### src/rtl/rst_enable_ctl.sv
module rst_enable_ctl #(
  parameter int DATA_W    = 32,
  parameter int ADDR_W    = 8,
  parameter int CFG_ADDR  = 'h14,
  parameter int LPEN_BIT  = 31,
  parameter int GRST_BIT  = 30,
  parameter int SEG_BIT   = 0,
  parameter int RSM_BIT   = 1
) (
  input  logic              clk,
  input  logic              rst_pin_n,
  input  logic              reg_wr,
  input  logic [ADDR_W-1:0] reg_addr,
  input  logic [DATA_W-1:0] reg_wdata,
  output logic [DATA_W-1:0] reg_rdata,
  output logic              chip_rst,
  output logic              rst_active,
  output logic              lp_rst_n,
  output logic              seg_en,
  output logic              rsm_en
);

  localparam logic [ADDR_W-1:0] CFG_A = ADDR_W'(CFG_ADDR);

  logic [1:0]        sync_q;
  logic              pin_rst;
  logic [DATA_W-1:0] cfg_q;
  logic [DATA_W-1:0] cfg_nxt;
  logic              cfg_hit;

  always_ff @(posedge clk or negedge rst_pin_n)
    if (!rst_pin_n) sync_q <= 2'b00;
    else            sync_q <= {sync_q[0], 1'b1};

  assign pin_rst = ~sync_q[1];
  assign cfg_hit = reg_wr && (reg_addr == CFG_A);

  always_comb begin
    cfg_nxt = reg_wdata;
    if (cfg_q[GRST_BIT] || reg_wdata[GRST_BIT]) begin
      cfg_nxt[SEG_BIT] = 1'b0;
      cfg_nxt[RSM_BIT] = 1'b0;
    end
  end

  always_ff @(posedge clk or negedge rst_pin_n)
    if (!rst_pin_n)   cfg_q <= '0;
    else if (pin_rst) cfg_q <= '0;
    else if (cfg_hit) cfg_q <= cfg_nxt;

  assign chip_rst   = pin_rst | cfg_q[GRST_BIT];
  assign rst_active = chip_rst;
  assign lp_rst_n   = cfg_q[LPEN_BIT] & ~pin_rst;
  assign seg_en     = cfg_q[SEG_BIT] & ~chip_rst;
  assign rsm_en     = cfg_q[RSM_BIT] & ~chip_rst;
  assign reg_rdata  = (reg_addr == CFG_A) ? cfg_q : '0;


  hold_clear_chk: assert property (@(posedge clk) disable iff (!rst_pin_n)
    !sync_q[1] |=> (cfg_q == '0));


  grst_enter_chk: assert property (@(posedge clk) disable iff (!rst_pin_n)
    (cfg_hit && !pin_rst && reg_wdata[GRST_BIT]) |=> chip_rst);


  coproc_off_chk: assert property (@(posedge clk) disable iff (!rst_pin_n)
    chip_rst |-> (!seg_en && !rsm_en));


  lp_release_chk: assert property (@(posedge clk) disable iff (!rst_pin_n)
    $rose(lp_rst_n) |-> $past(cfg_hit && reg_wdata[LPEN_BIT]));

endmodule

### config.mk
export PLATFORM = sky130hd
export DESIGN_NAME = rst_enable_ctl
export DESIGN_NICKNAME = d
export VERILOG_FILES = /design/src/rtl/rst_enable_ctl.sv
export SDC_FILE = /design/constraint.sdc
export NUM_CORES = 1
export LEC_CHECK = 0
export BUFFER_PORTS_ARGS = -buffer_cell sky130_fd_sc_hd__buf_2
export CAP_MARGIN = 0
export CORE_MARGIN = 2
export CORE_UTILIZATION = 24
export DETAILED_ROUTE_END_ITERATION = 12
export GPL_TIMING_DRIVEN = 0
export SYNTH_ARGS = -nofsm -noshare
export SYNTH_HDL_FRONTEND = slang
export SYNTH_SLANG_ARGS = --single-unit
### constraint.sdc
create_clock -name clk -period 3.48 [get_ports clk]
set_input_delay 0.696 -clock clk [delete_from_list [all_inputs] [get_ports clk]]
set_output_delay 0.696 -clock clk [all_outputs]
set_load 0.005 [all_outputs]
==> flow_summary.toml <==
[power_and_ir_drop]
p_int_uw = 576
power_frac_comb_pct = 8.6
power_density_nw_per_um2 = 312
swShare_pct = 22.9
clkPwrFrac_pct = 38.3
p_leak_uw = 0.00147
seqPwrFrac_pct = 53.2
ir_worst_vdd_uv = 155
netSwitchingPower_uw = 171

[synthesis]
synth.distinct_cells = 17
synth-warning-count = 0
ys_seq_elements = 34
avgSynthCellArea_um2 = 9.48
synthCells = 189
synth_nets = 232
yosysSeqAreaShare_pct = 47.5
netlist_area_um2 = 1790

[cells_and_area]
antennaDiodeCount = 0
nNetsFinal = 318
multiInputGateArea_um2 = 847
drive_above_1_share_pct = 34.3
fillCellCount = 784
register_area_um2 = 851
syn2layout_area_growth_pct = 33.6

[placement]
port_buffers = 79
hpwl_mm = 3.45
routabilityCongestion = 0.672

[sta]
drv_slew = 0
report.final.hold_viol_count = 0
clock_skew_ns = 0.00777
setup-tns-final_ns = 0
worst_pin_slew_ns = 0.794
period_share_pct = 78.3
min_period_ns = 2.72
hold_ws_ns = 0.350
clock.fmax_mhz = 367
setup_viol = 0
rsz0062_at_grt = "no"
maxSlewHeadroom_pct = 47.1

[clock_network]
cts_setup_buffers = 0
cts_sinks = 34
clockBufferDepth = 2
ctsHoldBuffers = 0
worstSkewPairLatency_ns = 0.28
cts_made_buffers = 5
htree_levels = 2
tritoncts = "built"
clk_pin_slew_ns = 0.07
root_buffer = "clkbuf_8"
ctsResizeCount = 0

[detailed_routing]
firstDrtPassIters = 4
routedWlPerCell_um = 12.1
final_antenna_net_count = 0
vias_per_cell = 4.06
vias = 1515
drc = 0
drtIter0Drc = 37
routed_wl_mm = 4.50

[worst_setup_path]
critical-path-top-delay-family = "simple AND/OR/NAND/NOR gates"
required_ns = 2.78
crit_fanout = 10
cp_cell_sequence = "buf_2 -> nor4b_4 -> and3_1 -> clkbuf_2 -> and2_1 -> buf_2"
critPathSlowestCell = "nor4b_4"
endpoint_kind = "output pin"
cp_num_buf_inv = 3
r2r_slack_ns = 2.01
reg2regPathDepth = 4
cp.arrival_ns = 2.03
crit_top_cell = "buf_2"
cp_num_cells = 6
crit_type = "input port to output pin"
critPathLaunchType = "input port"
r2r_start = "sync_q[1]$_DFF_PN0_"
worstReg2RegEnd = "cfg_q[0]$_DFFE_PN0P_"
max_stage_delay_ns = 0.35

[global_routing]
grt_pass1_wl_mm = 7.53
grt_pass1_vias = 1578
antenna_found_initial = 0
grt_use_total_pct = 11.4
grt_overflow = 0
grt_max_degree = 35

[floorplanning]
die_h_um = 90.4
core_area_um2 = 7250
start_util_pct = 24.7
die_w_um = 90.4
num_rows = 31
io_pins = 80
die_area_um2 = 8170

[hold_path]
hold-path-cell-count = 0
hp-start = "sync_q[0]$_DFF_PN0_"
worstHoldEndpoint = "sync_q[1]$_DFF_PN0_"
hp-class = "flip-flop to flip-flop"

[status]
status = "finished, final reports clean"

[flow_run]
drv_cap = 0
-- cell usage after synthesis, drive strengths merged --
cell    number  area share, %
clkbuf      10            2.3
and3         1           0.35
dfrtp       34             47
nand2       64             13
conb         1           0.21
nand2b       1           0.35
nor2b        1           0.35
and2        32             11
nand4        1            1.2
nor4b        1            1.3
buf          4            2.3
inv          3           0.63
nor3b        1           0.42
mux2i       32             18
nor2         3           0.63
-- power groups by stage --
stage / clock network (µW) / logic (µW) / registers [µW]
2_1_floorplan: 0 / 23.8 / 405
3_3_place_gp: 0 / 65.9 / 405
3_5_place_dp: 0 / 66.3 / 405
4_1_cts: 305 / 66.5 / 397
6_report: 286 / 64.1 / 397
5_1_grt: 318 / 74.2 / 397
-- worst reg2reg max path: stages, from the launching register on --
cell	delay, ns
dfrtp_1	0.32
clkbuf_1	0.34
clkbuf_1	0.46
nand2_1	0.11
mux2i_1	0.16
-- layout make-up --
cell class	count	area share [%]
Buffer	14	3.45
Multi-Input combinational cell	138	35.4
Sequential cell	34	35.5
Clock buffer	6	3.45
Inverter	3	0.470
Tap cell	99	5.18
Timing Repair Buffer	79	16.5
-- metal layers --
| layer | wire [µm] | track usage [%] | vias to the layer above |
|---|---|---|---|
| met1 | 2150 | 14.9 | 694 |
| met4 | 33 | 3.08 | 0 |
| met3 | 272 | 3.51 | 5 |
| met5 | 0 | 0 | - |
| met2 | 2050 | 18.4 | 56 |
| li1 | - | - | 760 |
-- worst max path at each step --
stage                            from            end  slack (ns)
final                     reg_addr[7]  reg_rdata[14]        0.76
after global routing      reg_addr[7]  reg_rdata[10]        0.61
after CTS                 reg_addr[7]  reg_rdata[14]        0.71
after detailed placement  reg_addr[7]   reg_rdata[8]        0.72
after global placement    reg_addr[7]  reg_rdata[15]        0.73
after floorplan           reg_addr[7]  reg_rdata[10]        1.23
-- flip-flops by register name, summed over array words and instances (netlist names) --
signal,flops
cfg_q,32
sync_q,2
-- metrics by stage --
step / power, µW / setup slack, ns / cells / instance area (µm²) / util, %
after floorplan: 428 / 1.23 / 189 / 1790 / -
after global placement: 470 / 0.728 / 367 / 2310 / 31.9
after detailed placement: 471 / 0.716 / 367 / 2310 / 31.9
after CTS: 768 / 0.709 / 373 / 2390 / 33.0
after global routing: 789 / 0.605 / 373 / 2390 / 33.0
final: 747 / 0.757 / 373 / 2390 / 33.0
-- cell families after synthesis --
group,share of synthesized area (%)
other,0.209
muxes,17.9
DFF,47.5
and+or+nand+nor,29.2
buffers and inverters,5.24
-- layout by cell type (no fill, tap or decap), drive strengths merged --
master and count:
buf 83, nand2 64, dfrtp 34, and2 32, mux2i 32, clkbuf 16, nor2 3, inv 3
nor4b 1, nor2b 1, and3 1, nand2b 1, nand4 1, nor3b 1, conb 1
(Power assumes the default switching activity.)
